### config.mk
export PLATFORM = sky130hd
export DESIGN_NAME = dsadc_seq
export DESIGN_NICKNAME = d
export VERILOG_FILES = /design/src/rtl/dsadc_pkg.sv /design/src/rtl/dsadc_phase_ctr.sv /design/src/rtl/dsadc_ctrl.sv /design/src/rtl/dsadc_result.sv /design/src/rtl/dsadc_seq.sv
export SDC_FILE = /design/constraint.sdc
export NUM_CORES = 1
export LEC_CHECK = 0
export BUFFER_PORTS_ARGS = -buffer_cell sky130_fd_sc_hd__clkbuf_2
export CORE_MARGIN = 2
export CORE_UTILIZATION = 24
export DETAILED_ROUTE_END_ITERATION = 10
export REMOVE_ABC_BUFFERS = 1
export SYNTH_ARGS = -nofsm -noshare
export SYNTH_HDL_FRONTEND = slang
export SYNTH_SLANG_ARGS = --single-unit
### constraint.sdc
create_clock -name clk -period 2.5 [get_ports clk]
set_input_delay 0.375 -clock clk [delete_from_list [all_inputs] [get_ports clk]]
set_output_delay 0.375 -clock clk [all_outputs]
set_load 0.01 [all_outputs]
### src/rtl/dsadc_pkg.sv
package dsadc_pkg;

  typedef enum logic [1:0] {
    ST_IDLE  = 2'd0,
    ST_AZERO = 2'd1,
    ST_RUNUP = 2'd2,
    ST_RUNDN = 2'd3
  } dsadc_state_t;

  function automatic int imax3(input int a, input int b, input int c);
    int m;
    m = (a > b) ? a : b;
    return (m > c) ? m : c;
  endfunction

endpackage

### src/rtl/dsadc_phase_ctr.sv
module dsadc_phase_ctr #(
  parameter int CNT_W = 12
) (
  input  logic             clk,
  input  logic             rst,
  input  logic             clr,
  input  logic             en,
  output logic [CNT_W-1:0] cnt
);

  always_ff @(posedge clk) begin
    if (rst || clr) begin
      cnt <= '0;
    end else if (en) begin
      cnt <= cnt + 1'b1;
    end
  end

endmodule

### src/rtl/dsadc_ctrl.sv
module dsadc_ctrl
  import dsadc_pkg::*;
#(
  parameter int AZ_CYC    = 4,
  parameter int RUNUP_CYC = 4096,
  parameter int RUNDN_MAX = 4096,
  parameter int CNT_W     = 12
) (
  input  logic             clk,
  input  logic             rst,
  input  logic             start,
  input  logic             cmp,
  input  logic [CNT_W-1:0] cnt,
  output logic             ctr_clr,
  output logic             ctr_en,
  output logic             finish,
  output logic             ovr_evt,
  output logic             busy,
  output logic             az,
  output logic             sel_in,
  output logic             sel_ref
);

  localparam logic [CNT_W-1:0] AZ_LAST = CNT_W'(AZ_CYC - 1);
  localparam logic [CNT_W-1:0] RU_LAST = CNT_W'(RUNUP_CYC - 1);
  localparam logic [CNT_W-1:0] RD_LAST = CNT_W'(RUNDN_MAX - 1);

  dsadc_state_t state, nxt;

  always_comb begin
    nxt     = state;
    ctr_clr = 1'b0;
    ctr_en  = 1'b0;
    finish  = 1'b0;
    ovr_evt = 1'b0;
    unique case (state)
      ST_IDLE: begin
        ctr_clr = 1'b1;
        if (start) nxt = ST_AZERO;
      end
      ST_AZERO: begin
        if (cnt == AZ_LAST) begin
          nxt     = ST_RUNUP;
          ctr_clr = 1'b1;
        end else begin
          ctr_en = 1'b1;
        end
      end
      ST_RUNUP: begin
        if (cnt == RU_LAST) begin
          nxt     = ST_RUNDN;
          ctr_clr = 1'b1;
        end else begin
          ctr_en = 1'b1;
        end
      end
      ST_RUNDN: begin
        // cmp low: integrator has crossed zero, count stands as result
        if (!cmp) begin
          nxt    = ST_IDLE;
          finish = 1'b1;
        end else if (cnt == RD_LAST) begin
          nxt     = ST_IDLE;
          finish  = 1'b1;
          ovr_evt = 1'b1;
        end else begin
          ctr_en = 1'b1;
        end
      end
      default: nxt = ST_IDLE;
    endcase
  end

  // switch controls come from the next state so they change with the state flop
  always_ff @(posedge clk) begin
    if (rst) begin
      state   <= ST_IDLE;
      busy    <= 1'b0;
      az      <= 1'b0;
      sel_in  <= 1'b0;
      sel_ref <= 1'b0;
    end else begin
      state   <= nxt;
      busy    <= (nxt != ST_IDLE);
      az      <= (nxt == ST_AZERO);
      sel_in  <= (nxt == ST_RUNUP);
      sel_ref <= (nxt == ST_RUNDN);
    end
  end

endmodule

### src/rtl/dsadc_result.sv
module dsadc_result #(
  parameter int CNT_W = 12,
  parameter int RES_W = 12
) (
  input  logic             clk,
  input  logic             rst,
  input  logic             finish,
  input  logic             ovr_evt,
  input  logic [CNT_W-1:0] cnt,
  output logic [RES_W-1:0] result,
  output logic             ovr,
  output logic             done
);

  logic [RES_W-1:0] cnt_sat;

  generate
    if (CNT_W > RES_W) begin : g_sat
      assign cnt_sat = (cnt > CNT_W'({RES_W{1'b1}})) ? '1 : cnt[RES_W-1:0];
    end else begin : g_ext
      assign cnt_sat = RES_W'(cnt);
    end
  endgenerate

  always_ff @(posedge clk) begin
    if (rst) begin
      result <= '0;
      ovr    <= 1'b0;
      done   <= 1'b0;
    end else begin
      done <= finish;
      if (finish) begin
        result <= ovr_evt ? '1 : cnt_sat;
        ovr    <= ovr_evt;
      end
    end
  end

endmodule

### src/rtl/dsadc_seq.sv
module dsadc_seq
  import dsadc_pkg::*;
#(
  parameter int RES_W     = 12,
  parameter int AZ_CYC    = 4,
  parameter int RUNUP_CYC = 4096,
  parameter int RUNDN_MAX = 4096
) (
  input  logic             clk,
  input  logic             rst,
  input  logic             start_i,
  input  logic             cmp_i,
  output logic             busy_o,
  output logic             az_o,
  output logic             sel_in_o,
  output logic             sel_ref_o,
  output logic [RES_W-1:0] result_o,
  output logic             ovr_o,
  output logic             done_o
);

  localparam int MAX_PHASE = imax3(AZ_CYC, RUNUP_CYC, RUNDN_MAX);
  localparam int CNT_W     = (MAX_PHASE > 1) ? $clog2(MAX_PHASE) : 1;

  logic [CNT_W-1:0] cnt;
  logic             ctr_clr, ctr_en, finish, ovr_evt;

  dsadc_phase_ctr #(.CNT_W(CNT_W)) u_ctr (
    .clk (clk),
    .rst (rst),
    .clr (ctr_clr),
    .en  (ctr_en),
    .cnt (cnt)
  );

  dsadc_ctrl #(
    .AZ_CYC   (AZ_CYC),
    .RUNUP_CYC(RUNUP_CYC),
    .RUNDN_MAX(RUNDN_MAX),
    .CNT_W    (CNT_W)
  ) u_ctrl (
    .clk    (clk),
    .rst    (rst),
    .start  (start_i),
    .cmp    (cmp_i),
    .cnt    (cnt),
    .ctr_clr(ctr_clr),
    .ctr_en (ctr_en),
    .finish (finish),
    .ovr_evt(ovr_evt),
    .busy   (busy_o),
    .az     (az_o),
    .sel_in (sel_in_o),
    .sel_ref(sel_ref_o)
  );

  dsadc_result #(.CNT_W(CNT_W), .RES_W(RES_W)) u_res (
    .clk    (clk),
    .rst    (rst),
    .finish (finish),
    .ovr_evt(ovr_evt),
    .cnt    (cnt),
    .result (result_o),
    .ovr    (ovr_o),
    .done   (done_o)
  );

endmodule

==> results by group, run 1 <==
Synth
  • Yosys reg bits: 32
  • Top_reg_cell synth: dfxtp_1
  • Top cell type's share of synthesized area: between 40% and 50%
  • Synth Area in Adders: less than 1%
  • Mux cell area share after synthesis: 0.695%
  • EDFF count, synth: 0
  • Ys Warns: 0
  • Simple-Gate Fraction of Synth Area: 33.3%
  • Synth unique cells: 47
  • Sequential-to-total area share from yosys stat: 44.5%
  • Main combinational cell family by area after synthesis: simple AND/OR/NAND/NOR gates
  • Post-Syn Instances: 158
  • Post-synthesis compound-gate area fraction: 14.8%
  • Async SR Flop Fraction: 0%
  • Cell area after technology mapping: around 1400 sq um
  • Syn avg cell area: 9.11 sq um
  • Area contributors post-synth: dfxtp_1 44%, nor2_1 8.3%, nor3_2 6.3%
  • Synth Area in XOR/XNOR: approximately 1.2%
  • Largest area contributor in the netlist: dfxtp_1

CTS
  • CTS Buffer Depth: 2
  • Clk root buf: clkbuf_8
  • CTS H-tree depth: 2
  • Post-CTS Setup Inserts: 0
  • Clock Sinks: 32
  • Worst-Skew Late Latency: around 0.29 ns
  • Post_cts resized: 0
  • Total CTS buffers: 5
  • Clk slew on worst S/H paths: 0.06 ns
  • CTS tree: yes
  • CTS Hold Bufs: 0

Finish
  • Most frequent cells in the layout: 32 x nor2_1, 32 x dfxtp_1, 21 x clkbuf_2
  • Area grow syn2layout: 18.4%
  • Antenna diodes: 0
  • Register Area: 641 sq um
  • FILL cells: 634
  • NumNets Final: 186
  • Area of the multi-input gates: 732 sq um
  • Share of cells above drive strength 1: 29.3%

GRT
  • GRT Resource Usage Total: 10.3%
  • Vias in the first global route: between 1,000 and 1,500
  • First-pass GRT wire length: 5.20 mm
  • Largest net degree at the start of global routing: 21
  • Gr ovfl total: 0
  • Antenna violations before repair: 0

STA
  • Relative slew slack: 64.4%
  • Tightest Pin Transition: 0.529 ns
  • Fmax: between 400 and 500 MHz
  • Unrepaired setup endpoints after global routing: false
  • Final period utilization: between 80 and 90%
  • Fin. max-slew vios: 0
  • Hold Fails Final Rpt: 0
  • # setup viols final: 0
  • Setup TNS: 0 ns
  • Setup Skew: 0.00725 ns
  • Period minus WS final: around 2.2 ns

Pwr
  • Peak VDD IR: about 0.00024 V
  • Total Power: 0.982 mW
  • Pwr dens: 576 nW/um^2
  • Net Sw Power: 0.211 mW
  • Clock share of power: 43.6%
  • Comb pwr share: under 10%
  • Leakage power: 0.606 nW
  • Seq pwr share: 52.7%
  • Sw Share: 21.5%
  • Internal cell power: between 0.7 and 0.8 mW

Floorplan
  • Die Width: about 80 microns
  • Ports: 22
  • Starting density of the core: between 20% and 30%
  • Total die area: between 6000 and 7000 sq um
  • FP Rows: 28
  • Height of the die: 81.5 microns
  • CORE AREA: 5850 sq um

Outcome
  • Status: finished clean

Run
  • Max Cap Viol: 0

Setup path
  • CP Class: reg -> reg
  • CP cell instances: ha_1, nand4_1, nor4_1, o32a_1, buf_4, nor3_1, o21ba_2
  • Largest fanout on the critical path: 20
  • Critical R2R Launch: u_ctr.cnt[1]
  • Worst Path Arrival: 2.38 ns
  • CP max-delay cell: nor4_1
  • Crit Reg-Reg Endpoint: u_ctr.cnt[3]
  • Max incr delay on CP: 0.47 ns
  • Worst Setup End Kind: flop
  • R2R cell count: 7
  • Crit path launch type: flop
  • Reg-to-reg setup timing slack: around 0.30 ns
  • CP required: 2.68 ns

Routing
  • Via count: 1,199
  • Final ANT Viol Nets: 0
  • Via-to-Cell Ratio: roughly 4.7
  • WL final: a little over 3 mm
  • WL per Instance: 12.1 microns
  • DRT iter0 DRCs: 40
  • Residual DRC count: 0
  • First-pass detailed-route iteration total: 4

Min path
  • Worst hold path type: in -> reg
  • Min-Delay Endpoint: u_ctrl.sel_in
  • WHS Path Cells: 2
  • HP Start: rst

Placed design
  • I/O Buffers: 21
  • Routability Congestion: 0.835
  • Detailed Place HPWL: 2.21 mm
==> logic make-up (layout without fill, tap and decap cells) <==
| family | Yosys count | in the layout |
|---|---|---|
| AND/OR/NAND/NOR | 81 | 81 |
| buffers and inverters | 12 | 35 |
| multiplexers | 1 | 1 |
| adder cells (fa/ha/maj) | 1 | 1 |
| XOR/XNOR | 2 | 2 |
| AO/OA/AOI/OAI | 29 | 29 |
| flip-flops | 32 | 32 |
==> power groups by stage <==
stage	combinational [mW]	clock, mW	sequential [mW]
floorplan	0.0163	0	0.529
global placement	0.0366	0	0.529
detailed placement	0.0366	0	0.529
CTS	0.0368	0.445	0.517
global route	0.0405	0.462	0.518
finish	0.0366	0.428	0.517
==> routing by layer <==
metal	global-route usage (%)	vias up	wire, microns
li1	-	611	-
met1	14.7	551	1600
met2	14.3	30	1240
met3	3.41	7	209
met4	4.07	0	61
met5	0	-	0
==> final cells by class <==
type	count	share of cell area, %
inverters	4	0.880
well taps	75	5.50
flip-flops and latches	32	37.6
repair buffers	24	7.48
clock buffers	7	5.65
multi-input cells	114	42.9
==> critical path, delay by kind of cell (launching register included) <==
family | cells | cell delay, ns
fa+ha+maj | 1 | 0.25
flops | 1 | 0.40
simple gates | 3 | 0.80
buf+inv | 1 | 0.22
compound gates | 2 | 0.41
==> registers in the layout (all words and copies together) (netlist names) <==
register	cells
u_res.ovr	1
u_ctrl.az	1
u_res.result	12
u_ctrl.busy	1
u_res.done	1
u_ctrl.sel_ref	1
u_ctrl.state	2
u_ctr.cnt	12
u_ctrl.sel_in	1
==> synth_stat cells (2+ instances only) <==
master and n:
a21oi_1 8, and2_1 2, clkbuf_1 4, dfxtp_1 32
inv_1 4, nand2_1 5, nand2b_1 2, nand3_1 3
nand4_1 3, nor2_1 32, nor3_1 5, nor3_2 9
nor4_1 3, o21ai_0 5, o31ai_1 4, or3_2 4
or4_1 3
==> through the flow <==
stage / hold slack (ns) / setup slack (ns) / area, sq um / util, % / cells
detailed placement: 0.494 / 0.315 / 1610 / 27.5 / 249
global route: 0.393 / 0.0813 / 1710 / 29.1 / 256
floorplan: 0.444 / 0.429 / 1390 / - / 150
finish: 0.377 / 0.303 / 1710 / 29.1 / 256
global placement: 0.493 / 0.384 / 1610 / 27.5 / 249
CTS: 0.373 / 0.295 / 1710 / 29.1 / 256
==> how the worst max path moves through the flow <==
| stage | cells past startpoint | from | end | slack, ns |
|---|---|---|---|---|
| floorplan | 6 | u_ctr.cnt[0] | u_ctr.cnt[11] | 0.43 |
| global placement | 7 | u_ctr.cnt[1] | u_ctr.cnt[3] | 0.38 |
| detailed placement | 7 | u_ctr.cnt[0] | u_res.result[2] | 0.32 |
| CTS | 7 | u_ctr.cnt[0] | u_res.result[2] | 0.30 |
| global route | 7 | u_ctr.cnt[0] | u_ctr.cnt[3] | 0.08 |
| finish | 7 | u_ctr.cnt[1] | u_ctr.cnt[3] | 0.30 |
Power figures use the tool's default switching activity.
==> inputs of run 2 (changes only) <==
--- a/config.mk
+++ b/config.mk
@@ -8,8 +8,10 @@
 export BUFFER_PORTS_ARGS = -buffer_cell sky130_fd_sc_hd__clkbuf_2
 export CORE_MARGIN = 2
 export CORE_UTILIZATION = 24
+export CTS_BUF_LIST = sky130_fd_sc_hd__clkbuf_16
 export DETAILED_ROUTE_END_ITERATION = 10
 export REMOVE_ABC_BUFFERS = 1
+export SETUP_SLACK_MARGIN = 0.3
 export SYNTH_ARGS = -nofsm -noshare
 export SYNTH_HDL_FRONTEND = slang
 export SYNTH_SLANG_ARGS = --single-unit
==> run 2 against run 1 <==
Compared with the run above: sequential share of layout area fell by 1.6 points; clock skew fell by 0.0036 ns; first-iteration DRC count rose by 10%; design area rose by 4.8%; power rose by 13%; maximum frequency rose by 6.5%; cell count rose by 1.2%; wire length rose by 1.1%; highest routed layer unchanged; non-clock buffer count rose by 3; critical endpoint is now u_ctr.cnt[11]; clock power rose by 31%; largest power group is now the clock network; largest cell class unchanged; utilization rose by 1.4 points; flip-flop and latch count did not move.
==> results by group, run 2 (synthesized netlist as in run 1, its figures left out) <==
Floorplan
  • Height of the die: 81.5 microns (unchanged)
  • Total die area: 6640 sq um (unchanged)
  • Starting density of the core: 24.6% (unchanged)
  • Ports: 22 (unchanged)
  • Die Width: 81.5 microns (unchanged)
  • CORE AREA: 5850 sq um (unchanged)
  • FP Rows: 28 (unchanged)

Setup path
  • CP required: 2.71 ns (+0.03 ns)
  • CP Class: reg -> reg
  • Worst Setup End Kind: flop
  • Worst Path Arrival: 2.27 ns (-0.11 ns)
  • Largest fanout on the critical path: 20 (unchanged)
  • Crit path launch type: flop
  • Reg-to-reg setup timing slack: 0.44 ns (+0.13 ns)

STA
  • Tightest Pin Transition: 0.502 ns (-0.0275 ns)
  • Hold Fails Final Rpt: 0 (unchanged)
  • Unrepaired setup endpoints after global routing: true
  • Final period utilization: 82.5% (-5.3 points)
  • Period minus WS final: 2.06 ns (-0.134 ns)
  • Relative slew slack: 65.7% (+1.3 points)
  • # setup viols final: 0 (unchanged)
  • Final setup margin: 0.437 ns (+0.134 ns)
  • Fmax: 485 MHz (+6.5%)
  • Fin. max-slew vios: 0 (unchanged)
  • Setup TNS: 0 ns (unchanged)
  • Setup Skew: 0.00365 ns (-0.00360 ns)

Finish
  • Final cell count without fillers: 259 (+1.2%)
  • Antenna diodes: 0 (unchanged)
  • Area of the multi-input gates: 749 sq um (+2.4%)
  • Register Area: 642 sq um (+0.20%)
  • NumNets Final: 189 (+1.6%)
  • Area grow syn2layout: 24.1%
  • Most frequent cells in the layout: 32 x nor2_1, 31 x dfxtp_1, 21 x clkbuf_2
  • Share of cells above drive strength 1: 31.0% (+1.7 points)
  • FILL cells: 633 (-0.16%)
  • Largest regs: u_ctr.cnt: 12 flops, u_res.result: 12 flops, u_ctrl.state: 2 flops
  • Commonest non-fill, non-tap cell in the layout: nor2_1

Routing
  • WL final: 3.14 mm (+1.1%)
  • WL per Instance: 12.1 microns (about the same)
  • First-pass detailed-route iteration total: 4 (unchanged)
  • Via count: 1,224 (+2.1%)
  • Final ANT Viol Nets: 0 (unchanged)
  • DRT iter0 DRCs: 44 (+10%)
  • Via-to-Cell Ratio: 4.73 (+0.90%)
  • Residual DRC count: 0 (unchanged)

GRT
  • Gr ovfl total: 0 (unchanged)
  • Largest net degree at the start of global routing: 21 (unchanged)
  • Antenna violations before repair: 0 (unchanged)
  • Vias in the first global route: 1,105 (+1.2%)
  • GRT Resource Usage Total: 10.5% (+0.16 points)
  • First-pass GRT wire length: 5.27 mm (+1.3%)

CTS
  • Clk root buf: clkbuf_16
  • Total CTS buffers: 5 (unchanged)
  • Clk slew on worst S/H paths: 0.05 ns (about the same)
  • CTS Hold Bufs: 0 (unchanged)
  • CTS tree: yes
  • Worst-Skew Late Latency: 0.28 ns (about the same)
  • CTS H-tree depth: 2 (unchanged)
  • Clock Sinks: 32 (unchanged)
  • CTS Buffer Depth: 2 (unchanged)

Min path
  • Worst hold path type: in -> reg

Pwr
  • Total Power: 1.12 mW (+13%)
  • Leakage power: 0.650 nW (+7.3%)
  • Peak VDD IR: 0.000303 V (+25%)
  • Pwr dens: 624 nW/um^2 (+8.3%)

Placed design
  • Routability Congestion: 0.835 (unchanged)
  • I/O Buffers: 21 (unchanged)
  • DP Worst Slack: 0.315 ns (unchanged)
  • Detailed Place HPWL: 2.21 mm (unchanged)
  • Placed Cells incl. Taps: 249 (unchanged)

Run
  • Max Cap Viol: 0 (unchanged)

Outcome
  • Status: finished clean
run 2: cell count changes in the layout (fill, tap and decap cells not counted):
cell       previous run  this run
buf_4                 3         5
buf_6                 0         1
clkbuf_16             0         5
clkbuf_8              7         0
clkinv_1              0         2
dfxtp_1              32        31
dfxtp_2               0         1
ha_1                  1         0
ha_2                  0         1
nor4_1                3         2
nor4_4                0         1
run 2: per-stage QoR:
stage / utilization (%) / hold WS (ns) / instance area, sq um
after CTS: 29.9 / 0.387 / 1750
after global routing: 30.5 / 0.403 / 1790
final: 30.5 / 0.395 / 1790
after global placement: 27.5 / 0.493 / 1610
after floorplan: - / 0.444 / 1390
after detailed placement: 27.5 / 0.494 / 1610
run 2: report_power, final:
part | switching [mW] | internal, mW
registers | 0.00347 | 0.515
clock network | 0.204 | 0.355
logic | 0.0239 | 0.0137
total | 0.231 | 0.884
run 2: what timing repair did:
action | in CTS | in global routing
endpoints found under the setup margin | 1 | 21
gates resized for setup | 0 | 5
gates cloned | 0 | 0
pin swaps | 0 | 1
hold endpoints to repair | 0 | 0
buffers inserted | 1 | 2
run 2: worst max-delay path: stages (launching register included):
cell and delay (ns):
dfxtp_1 0.35, ha_2 0.21, nor4b_1 0.14, and3_4 0.19, o32a_1 0.30, buf_6 0.17, or4b_1 0.50, a21oi_1 0.14
run 2: routing by layer:
metal | share of wire [%] | track usage (%) | wire length [microns]
met5 | 0 | 0 | 0
met4 | 1.7 | 4.07 | 53
met3 | 5.0 | 3.74 | 158
met2 | 41 | 14.4 | 1280
met1 | 52 | 14.9 | 1640
run 2: final cells by class:
type                    count  area share [%]
clock inverters             2           0.420
inverters                   4           0.840
well taps                  75            5.25
clock buffers               5            7.00
multi-input cells         114            41.9
repair buffers             27            8.61
flip-flops and latches     32            35.9
run 2: worst paths after layout:
check | start | end | cells after the start
worst max-delay path | u_ctr.cnt[1] | u_ctr.cnt[11] | 7
worst min-delay path | rst | u_ctrl.sel_in | 2
worst max register to register | u_ctr.cnt[1] | u_ctr.cnt[11] | 7
worst min register to register | u_res.result[2] | u_res.result[2] | 2
